$ cat config.mk
export PLATFORM = sky130hd
export DESIGN_NAME = ddr_cmd_decoder
export DESIGN_NICKNAME = d
export VERILOG_FILES = /design/src/rtl/ddr_cmd_pkg.sv /design/src/rtl/ddr_cmd_pin_decode.sv /design/src/rtl/ddr_bank_tracker.sv /design/src/rtl/ddr_cmd_decoder.sv
export SDC_FILE = /design/constraint.sdc
export NUM_CORES = 1
export LEC_CHECK = 0
export CAP_MARGIN = 20
export CORE_ASPECT_RATIO = 0.7
export CORE_MARGIN = 1
export CORE_UTILIZATION = 53
export CTS_BUF_LIST = sky130_fd_sc_hd__clkbuf_8
export CTS_CLUSTER_SIZE = 30
export DETAILED_ROUTE_END_ITERATION = 6
export GPL_TIMING_DRIVEN = 1
export PLACE_DENSITY = 0.82
export SLEW_MARGIN = 20
export SYNTH_ARGS = -nofsm -noshare
export SYNTH_HDL_FRONTEND = slang
export SYNTH_SLANG_ARGS = --single-unit
$ cat constraint.sdc
create_clock -name clk -period 2.48 [get_ports clk]
set_input_delay 0.496 -clock clk [delete_from_list [all_inputs] [get_ports clk]]
set_output_delay 0.496 -clock clk [all_outputs]
set_load 0.1 [all_outputs]
$ cat src/rtl/ddr_cmd_pkg.sv
package ddr_cmd_pkg;

    typedef enum logic [2:0] {
        CMD_NOP = 3'd0,
        CMD_ACT = 3'd1,
        CMD_RD  = 3'd2,
        CMD_WR  = 3'd3,
        CMD_PRE = 3'd4,
        CMD_REF = 3'd5,
        CMD_MRS = 3'd6
    } cmd_e;

    // Map the three strobe levels onto a command
    function automatic cmd_e strobe_to_cmd(input logic ras_n, input logic cas_n, input logic we_n);
        cmd_e c;
        case ({ras_n, cas_n, we_n})
            3'b011:  c = CMD_ACT;
            3'b101:  c = CMD_RD;
            3'b100:  c = CMD_WR;
            3'b010:  c = CMD_PRE;
            3'b001:  c = CMD_REF;
            3'b000:  c = CMD_MRS;
            default: c = CMD_NOP;
        endcase
        return c;
    endfunction

endpackage

$ cat src/rtl/ddr_cmd_pin_decode.sv
module ddr_cmd_pin_decode
    import ddr_cmd_pkg::*;
#(
    parameter int NUM_RANKS = 2,
    localparam int RANK_W = (NUM_RANKS > 1) ? $clog2(NUM_RANKS) : 1
) (
    input  logic                 cke,
    input  logic [NUM_RANKS-1:0] cs_n,
    input  logic                 ras_n,
    input  logic                 cas_n,
    input  logic                 we_n,
    output cmd_e                 cmd,
    output logic [RANK_W-1:0]    rank,
    output logic                 one_sel,
    output logic                 multi_sel
);
    logic [$clog2(NUM_RANKS+1)-1:0] sel_cnt;

    always_comb begin
        cmd     = strobe_to_cmd(ras_n, cas_n, we_n);
        rank    = '0;
        sel_cnt = '0;
        for (int r = 0; r < NUM_RANKS; r++) begin
            if (!cs_n[r]) begin
                rank    = RANK_W'(r);
                sel_cnt = sel_cnt + 1'b1;
            end
        end
        one_sel   = cke && (sel_cnt == 1);
        multi_sel = cke && (sel_cnt > 1);
    end
endmodule

$ cat src/rtl/ddr_bank_tracker.sv
module ddr_bank_tracker #(
    parameter int NUM_BANKS = 4,
    parameter int ROW_W     = 13,
    parameter int CNT_W     = 3,
    localparam int BANK_W   = $clog2(NUM_BANKS)
) (
    input  logic                       clk,
    input  logic                       rst_n,
    input  logic                       act_en,
    input  logic                       pre_en,
    input  logic [NUM_BANKS-1:0]       pre_mask,
    input  logic                       ap_en,
    input  logic [BANK_W-1:0]          bank,
    input  logic [ROW_W-1:0]           row,
    input  logic [CNT_W-1:0]           ap_cycles,
    output logic [NUM_BANKS-1:0]       open,
    output logic [NUM_BANKS*ROW_W-1:0] rows
);
    typedef struct packed {
        logic [NUM_BANKS-1:0]             open;
        logic [NUM_BANKS-1:0][ROW_W-1:0]  row;
        logic [NUM_BANKS-1:0][CNT_W-1:0]  cnt;
    } trk_t;

    trk_t st_d, st_q;

    always_comb begin
        st_d = st_q;
        // pending auto-precharge countdowns keep running in every cycle
        for (int b = 0; b < NUM_BANKS; b++) begin
            if (st_q.cnt[b] != '0) begin
                if (st_q.cnt[b] == CNT_W'(1)) begin
                    st_d.open[b] = 1'b0;
                    st_d.cnt[b]  = '0;
                end else begin
                    st_d.cnt[b] = st_q.cnt[b] - 1'b1;
                end
            end
        end
        if (pre_en) begin
            for (int b = 0; b < NUM_BANKS; b++) begin
                if (pre_mask[b]) begin
                    st_d.open[b] = 1'b0;
                    st_d.cnt[b]  = '0;
                end
            end
        end
        if (act_en) begin
            st_d.open[bank] = 1'b1;
            st_d.row[bank]  = row;
            st_d.cnt[bank]  = '0;
        end
        if (ap_en) begin
            st_d.cnt[bank] = ap_cycles;
        end
    end

    always_ff @(posedge clk or negedge rst_n) begin
        if (!rst_n) st_q <= '0;
        else        st_q <= st_d;
    end

    assign open = st_q.open;
    assign rows = st_q.row;
endmodule

$ cat src/rtl/ddr_cmd_decoder.sv
module ddr_cmd_decoder
    import ddr_cmd_pkg::*;
#(
    parameter int NUM_RANKS = 2,
    parameter int BA_W      = 2,
    parameter int ADDR_W    = 13,
    parameter int COL_W     = 10,
    parameter int AP_BIT    = 10,
    parameter int DM_W      = 8,
    parameter int MAX_BL    = 8,
    localparam int NUM_BANKS = 1 << BA_W,
    localparam int RANK_W    = (NUM_RANKS > 1) ? $clog2(NUM_RANKS) : 1,
    localparam int CNT_W     = $clog2(MAX_BL / 2 + 1),
    localparam int NSLOT     = NUM_RANKS * NUM_BANKS
) (
    input  logic                      clk,
    input  logic                      rst_n,
    input  logic                      cke,
    input  logic [NUM_RANKS-1:0]      cs_n,
    input  logic                      ras_n,
    input  logic                      cas_n,
    input  logic                      we_n,
    input  logic [BA_W-1:0]           ba,
    input  logic [ADDR_W-1:0]         addr,
    input  logic [DM_W-1:0]           dm,
    input  logic [1:0]                bl_sel,
    output logic                      cmd_valid,
    output logic [2:0]                cmd_code,
    output logic [RANK_W-1:0]         cmd_rank,
    output logic [BA_W-1:0]           cmd_bank,
    output logic [ADDR_W-1:0]         cmd_row,
    output logic [COL_W-1:0]          cmd_col,
    output logic                      cmd_ap,
    output logic [NUM_BANKS-1:0]      pre_mask,
    output logic [NSLOT-1:0]          bank_open,
    output logic [NSLOT*ADDR_W-1:0]   open_rows,
    output logic [DM_W-1:0]           wr_en,
    output logic                      err_cs,
    output logic                      err_seq
);
    typedef struct packed {
        logic                 valid;
        logic [2:0]           code;
        logic [RANK_W-1:0]    rank;
        logic [BA_W-1:0]      bank;
        logic [ADDR_W-1:0]    row;
        logic [COL_W-1:0]     col;
        logic                 ap;
        logic [NUM_BANKS-1:0] pmask;
        logic [DM_W-1:0]      wr;
        logic                 ecs;
        logic                 eseq;
    } out_t;

    out_t out_d, out_q;

    cmd_e              cmd;
    logic [RANK_W-1:0] rank;
    logic              one_sel, multi_sel;
    logic              accept, seq_bad, issue, tgt_open, is_rw;
    logic [NUM_BANKS-1:0] pmask_c;
    logic [CNT_W-1:0]  ap_cycles;

    ddr_cmd_pin_decode #(.NUM_RANKS(NUM_RANKS)) u_pins (
        .cke      (cke),
        .cs_n     (cs_n),
        .ras_n    (ras_n),
        .cas_n    (cas_n),
        .we_n     (we_n),
        .cmd      (cmd),
        .rank     (rank),
        .one_sel  (one_sel),
        .multi_sel(multi_sel)
    );

    always_comb begin
        case (bl_sel)
            2'd0:    ap_cycles = CNT_W'(1);
            2'd1:    ap_cycles = CNT_W'(2);
            default: ap_cycles = CNT_W'(MAX_BL / 2);
        endcase
        tgt_open = bank_open[{rank, ba}];
        is_rw    = (cmd == CMD_RD) || (cmd == CMD_WR);
        accept   = one_sel && (cmd != CMD_NOP);
        seq_bad  = accept && (((cmd == CMD_ACT) && tgt_open) || (is_rw && !tgt_open));
        issue    = accept && !seq_bad;
        pmask_c  = addr[AP_BIT] ? '1 : (NUM_BANKS'(1) << ba);

        out_d       = '0;
        out_d.ecs   = multi_sel;
        out_d.eseq  = seq_bad;
        if (issue) begin
            out_d.valid = 1'b1;
            out_d.code  = cmd;
            out_d.rank  = rank;
            out_d.bank  = ba;
            out_d.row   = addr;
            out_d.col   = addr[COL_W-1:0];
            out_d.ap    = is_rw && addr[AP_BIT];
            out_d.pmask = (cmd == CMD_PRE) ? pmask_c : '0;
            out_d.wr    = (cmd == CMD_WR) ? ~dm : '0;
        end
    end

    always_ff @(posedge clk or negedge rst_n) begin
        if (!rst_n) out_q <= '0;
        else        out_q <= out_d;
    end

    // one tracker per rank
    for (genvar r = 0; r < NUM_RANKS; r++) begin : g_rank
        logic hit;
        assign hit = issue && (rank == RANK_W'(r));

        ddr_bank_tracker #(
            .NUM_BANKS(NUM_BANKS),
            .ROW_W    (ADDR_W),
            .CNT_W    (CNT_W)
        ) u_trk (
            .clk      (clk),
            .rst_n    (rst_n),
            .act_en   (hit && (cmd == CMD_ACT)),
            .pre_en   (hit && (cmd == CMD_PRE)),
            .pre_mask (pmask_c),
            .ap_en    (hit && is_rw && addr[AP_BIT]),
            .bank     (ba),
            .row      (addr),
            .ap_cycles(ap_cycles),
            .open     (bank_open[r*NUM_BANKS +: NUM_BANKS]),
            .rows     (open_rows[r*NUM_BANKS*ADDR_W +: NUM_BANKS*ADDR_W])
        );
    end

    assign cmd_valid = out_q.valid;
    assign cmd_code  = out_q.code;
    assign cmd_rank  = out_q.rank;
    assign cmd_bank  = out_q.bank;
    assign cmd_row   = out_q.row;
    assign cmd_col   = out_q.col;
    assign cmd_ap    = out_q.ap;
    assign pre_mask  = out_q.pmask;
    assign wr_en     = out_q.wr;
    assign err_cs    = out_q.ecs;
    assign err_seq   = out_q.eseq;
endmodule

**Word level (Yosys, flattened, before mapping)**

Cells that the tools add are included.

- $add $sub $neg: 9
- $lt $le $gt $ge: 4
- Muxes and demuxes: 77
- Reduce and logical (&&, ||, !) cells: 34
- Bitwise gates (word level): 6
- Equal/unequal tests: 19
- Shift operators: 1

Operators by type and width:

| cell | number |
|---|---|
| $mux W68 | 2 |
| $bwmux W52 | 2 |
| $mux W3 | 25 |
| $mux W12 | 4 |
| $mux W43 | 1 |
| $eq A3 B1 Y1 const B | 10 |
| $mux W1 | 28 |
| $reduce_bool A3 Y1 | 9 |
| $demux W13 S2 | 1 |
| $and A12 B12 Y12 | 2 |
| $bwmux W12 | 2 |
| $sub A3 B1 Y3 const B | 8 |
| $logic_and A1 B1 Y1 | 19 |
| $pmux W3 S6 | 1 |
| $mux W4 | 4 |
| $mux W13 | 1 |
| $eq A3 B2 Y1 const B | 4 |
| $not A12 Y12 | 1 |
| $eq A3 B3 Y1 const B | 3 |
| $mux W8 | 1 |
| $not A8 Y8 | 1 |
| $or A4 B4 Y4 | 2 |
| $demux W3 S2 | 1 |
| $pmux W3 S2 | 1 |
| 14 further kinds | 17 |

- Bits of input ports: 33
- Word-level logic and storage cells: 179
- Bits in registers: 181

**Longest topological paths before layout**

Gate-level depths: netlist (run 1).

- Word-level depth: 16
- Depth in mapped cells: 9
- Gate-level depth less buffers: 7

**Modules after synthesis**

Synthesis (run 1) repeated with hierarchy kept, for this count alone.

- Cell total of the unflattened synthesis: 714
- Area, all modules: 8552.0 µm²

By module, submodules not included:

| module | cells each | area each (µm²) | times used |
|---|---|---|---|
| ddr_bank_tracker at g_rank[1].u_trk | 289 | 3465.8 | 1 |
| ddr_bank_tracker at g_rank[0].u_trk | 288 | 3460.8 | 1 |
| ddr_cmd_decoder | 127 | 1560.2 | 1 |
| ddr_cmd_pin_decode | 10 | 65.1 | 1 |

**Worst setup path before layout (run 1)**

OpenSTA, ideal clock, no wires.

- Path type: input -> register
- Start: input cs_n[1]
- End: register (tool-made name)
- Buffers on the path: 2
- Stages on the path: 8
- Path slack: 6 ps
- Setup time: 125 ps
- Data arrival time: 2349 ps
- Data required time: 2355 ps
- Cells stage by stage: buf_2 > inv_2 > ha_1 > nand2_2 > nor3_2 > nor3b_2 > buf_4 > mux2_2

RTL lines:

| what | line | source |
|---|---|---|
| start: declaration | ddr_cmd_decoder.sv:19 | `input logic [NUM_RANKS-1:0] cs_n,` |

==> run metrics, run 1 <==
status=completed; fin cells=1067; XOR/XNOR share of the synthesized area=0%; Avg Cell Area, Syn=11.7 sq um; drt total wl=20.9 mm; Clock Power Share=22.6%; synthesized cell area=8510 sq um; CTS H-tree depth=4; placed cells=1034; std cell rows=38; setup_tns=0 ps; HPWL Detailed=15.5 mm; PD cells=927 nW/um^2; Fin Clk Skew=12.9 ps; leakage=0.00538 uW; Worst slew margin=69.7%; Post-DRT Antenna Nets=0; post-synthesis mux area share=16.9%; GRT Util Overall=26.0%; port bufs=189; RSZ-0062 raised after global routing=false; vias in the first global route=5793; HP Class=input pin to asynchronous set/reset pin; commonest non-fill, non-tap cell in the layout=buf_4; fin crit period=2270 ps; critical path peak fanout=6; final setup violating endpoints=0; Warnings, synthesis=0; initial antenna violation count=0; number of flops mapped to enable cells by yosys=0; Critical Path Max Stage Delay=550 ps; final instance area=10200 sq um; Post CTS Setup Buffer Count=0; Peak VDD IR=0.653 mV; clk slew on worst S/H paths=90 ps; synthesized instance count=725; Residual DRC=0; reg2reg setup slack=530 ps; Worst Setup Path Type=input pin to register; Synth-to-Final Area Change=20.3%; first-pass GRT wire length=32.4 mm; Adder-Cell Fraction of Synth Area=3.67%; simple-gate portion of the synthesized area=10.9%; final worst-path cycle share=91.5%; crit start category=input pin; Ant. Diodes=0; DP Area=9800 sq um; I/O pins=190; routed vias/inst=5.39; Iter 0 DRT Violations=345; biggest area consumer among synthesized cells=dfrtp_1; nets@finish=912; Worst-Margin Slew=455 ps; Clock Latency Late Sink=460 ps; worst path cell trace=clkdlybuf4s50_1, inv_2, ha_1, nand2_2, nor3_4, and2_1, buf_4, mux2_2; fin. max-slew vios=0; fraction of registers with async set/reset=100%; Yosys top cell area share=50.3%; Gate power share=40.6%; CP arrival=2630 ps; Area contributors post-synth=dfrtp_1, mux2_2, buf_4; clock tree buffer depth=2; GRT overflow=0; Seq/Total Area, Yosys=50.3%; R2R depth=5; Die Width=153 microns; largest net degree at the start of global routing=54; most frequent cells in the layout=buf_4, dfrtp_1, mux2_2, nor2_1, nand2_1; CP Data Required Time=2840 ps; fmax=0.441 GHz; CTS sink count=171; complex-gate fraction of the synthesized area=4.94%; Initial Util=54.6%; layout cells sized above 1=43.9%; Final Hold Fails=0; NetSw=4060 uW; Slowest-stage cell, CP=clkdlybuf4s50_1; Synth cell types=59; CP Capture Type=register; Primary FF master, synth=dfrtp_1; internal power=5440 uW; switching share of power=42.7%; First-pass DRT Iterations=5; routability cong.=0.908; largest family of logic cells by synthesized area=multiplexers; Seq cells post-synth=171; Root Buffer=clkbuf_8; CTS tree=yes; Flop pwr share=36.8%; Num CTS Buffers=17; core area=15600 sq um; Final Core Density=65.7%; hold slack=507 ps; Chip Height=108 microns; post-DR wirelength/cell=19.6 microns; vias post-DR=5756; max-cap violation count=0; die area=16600 sq um; FILL cells=1125; Synth Net Count=783
final timing paths:
path                                         start                          to
max                                        cs_n[1]                    register
min                                          rst_n                    wr_en[1]
max reg2reg                g_rank[1].u_trk.open[0]                 cmd_code[0]
min reg2reg                               register                    register
max in group asynchronous                    rst_n  asynchronous set/reset pin
min in group clk                          register                    register
critical path, delay by kind of cell:
kind,cells,cell delay [ps]
buf+inv,3,780
simple gates,3,680
mux,1,340
fa+ha+maj,1,320
timing repair:
| action | CTS | global route |
|---|---|---|
| endpoints found under the setup margin | 0 | 0 |
| gates resized for setup | 0 | 0 |
| hold endpoints to repair | 39 | 0 |
| hold buffers | 1 | 0 |
layer usage:
metal / track usage, % / vias to the layer above / share of wire [%]
li1: - / 2620 / -
met1: 35.5 / 2877 / 46
met2: 40.9 / 234 / 45
met3: 7.17 / 25 / 7.6
met4: 7.57 / 0 / 1.4
met5: 0 / - / 0
per-stage QoR:
stage | setup WS, ps | total power [uW]
after floorplan | 5.98 | 6680
after CTS | 222 | 9530
final | 210 | 9500
after global placement | -209 | 7170
after global routing | 81.3 | 9960
after detailed placement | -265 | 7400
cell usage after synthesis, drive strengths merged, types with 4 or more instances:
| master | number |
|---|---|
| dfrtp | 171 |
| buf | 141 |
| nor3 | 16 |
| and2 | 20 |
| nand3 | 25 |
| nand2 | 35 |
| or2 | 4 |
| o211ai | 6 |
| ha | 25 |
| mux2i | 20 |
| inv | 23 |
| nand2b | 4 |
| nor2 | 45 |
| nor2b | 10 |
| a21oi | 10 |
| o21ai | 19 |
| mux2 | 109 |
layout make-up:
class | instances | area (sq um) | area share, %
Timing Repair Buffer | 254 | 2090 | 20.4
Multi-Input combinational cell | 387 | 3110 | 30.3
Inverter | 23 | 86.3 | 0.843
Clock inverter | 14 | 183 | 1.78
Sequential cell | 171 | 4280 | 41.8
Tap cell | 200 | 250 | 2.44
Clock buffer | 18 | 248 | 2.42
kinds of logic after synthesis:
family / Yosys count
flops: 171
mux: 129
simple gates: 175
fa+ha+maj: 25
compound gates: 58
buf+inv: 167
power by group through the flow:
stage / sequential, uW / combinational, uW / clock [uW]
2_1_floorplan: 3580 / 3100 / 0
3_3_place_gp: 3510 / 3660 / 0
3_5_place_dp: 3540 / 3860 / 0
4_1_cts: 3490 / 3870 / 2170
5_1_grt: 3550 / 4130 / 2280
6_report: 3490 / 3860 / 2140
Note: power is estimated with default switching activity, not from simulation.
==> inputs of run 2 (changes only) <==
--- a/config.mk
+++ b/config.mk
@@ -8,12 +8,13 @@
 export CAP_MARGIN = 20
 export CORE_ASPECT_RATIO = 0.7
 export CORE_MARGIN = 1
-export CORE_UTILIZATION = 53
+export CORE_UTILIZATION = 35
 export CTS_BUF_LIST = sky130_fd_sc_hd__clkbuf_8
 export CTS_CLUSTER_SIZE = 30
 export DETAILED_ROUTE_END_ITERATION = 6
 export GPL_TIMING_DRIVEN = 1
-export PLACE_DENSITY = 0.82
+export HOLD_SLACK_MARGIN = 0.1
+export PLACE_DENSITY = 0.58
 export SLEW_MARGIN = 20
 export SYNTH_ARGS = -nofsm -noshare
 export SYNTH_HDL_FRONTEND = slang
==> run 2 against run 1 <==
  * Routed wire length down 0.11%
  * Core utilization down 22 points
  * Via count decreased by 3.8%
  * Critical path type unchanged
  * Largest power group unchanged
  * Count of clock-buffer cells in the layout is 3 higher
  * Setup slack improved by 66 ps
  * Sequential cell count is the same
==> run metrics, run 2 (same netlist as run 1, synthesis figures left out) <==
status=completed (unchanged); fin cells=1186 (was 1067); pre-CTS setup slack=-217 ps (was -265 ps); Post CTS Setup Buffer Count=0 (unchanged); die area=25000 sq um (was 16600 sq um); commonest non-fill, non-tap cell in the layout=buf_4 (unchanged); CP arrival=2560 ps (was 2630 ps); Post-DRT Antenna Nets=0 (unchanged); HPWL Detailed=15.2 mm (was 15.5 mm); Final Hold Fails=0 (unchanged); fmax=0.454 GHz (was 0.441 GHz); Ant. Diodes=0 (unchanged); max-cap violation count=0 (unchanged); met3 track demand over resource=5.52% (was 7.17%); RSZ-0062 raised after global routing=false (unchanged); Flop pwr share=36.8% (about the same); Worst-Margin Slew=546 ps (was 455 ps); final setup margin=276 ps (was 210 ps); layout cells sized above 1=43.9% (about the same); leakage=0.00541 uW (was 0.00538 uW); GRT overflow=0 (unchanged); GRT Util Overall=17.3% (was 26.0%); Num CTS Buffers=17 (unchanged); Clock Latency Late Sink=480 ps (was 460 ps); FILL cells=2223 (was 1125); fin crit period=2200 ps (was 2270 ps); port bufs=189 (unchanged); CTS H-tree depth=4 (unchanged); fin. max-slew vios=0 (unchanged); most frequent cells in the layout=buf_4, dfrtp_1, mux2_2, nor2_1, nand2_1 (unchanged); final instance area=10500 sq um (was 10200 sq um); HP Class=register to register (was input pin to asynchronous set/reset pin); CTS tree=yes (unchanged); Initial Util=35.8% (was 54.6%); switching share of power=41.7% (was 42.7%); clock tree buffer depth=2 (unchanged); critical path peak fanout=6 (unchanged); Peak VDD IR=0.440 mV (was 0.653 mV); internal power=5490 uW (was 5440 uW); DP Area=10000 sq um (was 9800 sq um); std cell rows=47 (was 38); final setup violating endpoints=0 (unchanged); CP Capture Type=register (unchanged); Worst Setup Path Type=input pin to register (unchanged); Gate power share=40.4% (was 40.6%); nets@finish=913 (was 912); I/O pins=190 (unchanged); core area=23800 sq um (was 15600 sq um); Chip Height=132 microns (was 108 microns); Synth-to-Final Area Change=22.8% (was 20.3%); Worst slew margin=63.6% (was 69.7%); PD cells=901 nW/um^2 (was 927 nW/um^2); grt met1 use=25.1% (was 35.5%); clk slew on worst S/H paths=80 ps (was 90 ps); first-pass GRT wire length=32.4 mm (about the same); Die Width=188 microns (was 153 microns); routed vias/inst=4.67 (was 5.39); initial antenna violation count=1 (was 0); routability cong.=0.882 (was 0.908); met2 usage=24.9% (was 40.9%); post-DR wirelength/cell=17.6 microns (was 19.6 microns); CP Data Required Time=2840 ps (about the same); vias in the first global route=5495 (was 5793); CTS sink count=171 (unchanged); placed cells=1153 (was 1034); drt total wl=20.8 mm (was 20.9 mm); hold slack=492 ps (was 507 ps); Residual DRC=0 (unchanged); Overall Power=9420 uW (was 9500 uW); Iter 0 DRT Violations=323 (was 345); crit start category=input pin (unchanged); most used routing layer=met1 (was met2); Fin Clk Skew=19.0 ps (was 12.9 ps); First-pass DRT Iterations=4 (was 5); vias post-DR=5535 (was 5756); final worst-path cycle share=88.9% (was 91.5%); NetSw=3930 uW (was 4060 uW); Clock Power Share=22.8% (was 22.6%); largest net degree at the start of global routing=56 (was 54); Root Buffer=clkbuf_8 (unchanged)
## run 2: changes by cell type in the layout (fill, tap and decap cells not counted)
cell,delta
clkinvlp_4,+1
inv_6,-2
inv_1,+1
inv_8,-2
clkinv_2,+1
buf_12,+4
buf_4,-3
clkinv_4,-2
clkbuf_8,+3
## run 2: metal layers
metal	up-vias	part of all wire (%)
li1	2614	-
met1	2708	50
met2	195	42
met3	18	7.0
met4	0	1.1
met5	-	0
## run 2: metrics by stage
stage / utilization, % / TNS, ps
2_1_floorplan: - / 0
3_3_place_gp: 42.1 / -16790
3_5_place_dp: 42.1 / -18080
4_1_cts: 44.0 / 0
5_1_grt: 44.0 / 0
6_report: 44.0 / 0
## run 2: power by group through the flow
| stage | Sequential, uW | Combinational [uW] | Clock (uW) |
|---|---|---|---|
| 2_1_floorplan | 3580 | 3100 | 0 |
| 3_3_place_gp | 3520 | 3770 | 0 |
| 4_1_cts | 3470 | 3820 | 2220 |
| 6_report | 3470 | 3800 | 2150 |
| 3_5_place_dp | 3520 | 3800 | 0 |
| 5_1_grt | 3530 | 4100 | 2320 |
## run 2: timing repair
item / 4_1_cts / 5_1_grt
gates resized for setup: 0 / 0
hold endpoints to repair: 51 / 0
hold buffers: 1 / 0
## run 2: critical path, cell delays in order
cell,delay [ps]
clkdlybuf4s50_1,500
inv_2,40
ha_1,330
nand2_2,110
nor3_4,190
buf_4,170
and2_1,200
buf_4,190
mux2_2,330
## run 2: final timing paths
path                                    startpoint                         end  slack, ps  cells after the start
max                                        cs_n[1]                    register        280                      9
min                                       register                    register        490                      2
max reg2reg                g_rank[1].u_trk.open[0]     g_rank[0].u_trk.st_q[0]        520                      6
min reg2reg                               register                    register        490                      2
max in group asynchronous                    rst_n                      err_cs       1200                      3
min in group asynchronous                    rst_n  asynchronous set/reset pin        550                      2
## run 2: final cells by class
class / count / area [sq um] / share of cell area (%)
clock buffer: 21 / 289 / 2.77
clock inverter: 11 / 141 / 1.35
inverter: 23 / 86.3 / 0.826
multi-input combinational: 387 / 3110 / 29.7
sequential: 171 / 4280 / 40.9
tap: 318 / 398 / 3.81
timing repair buffer: 255 / 2150 / 20.6
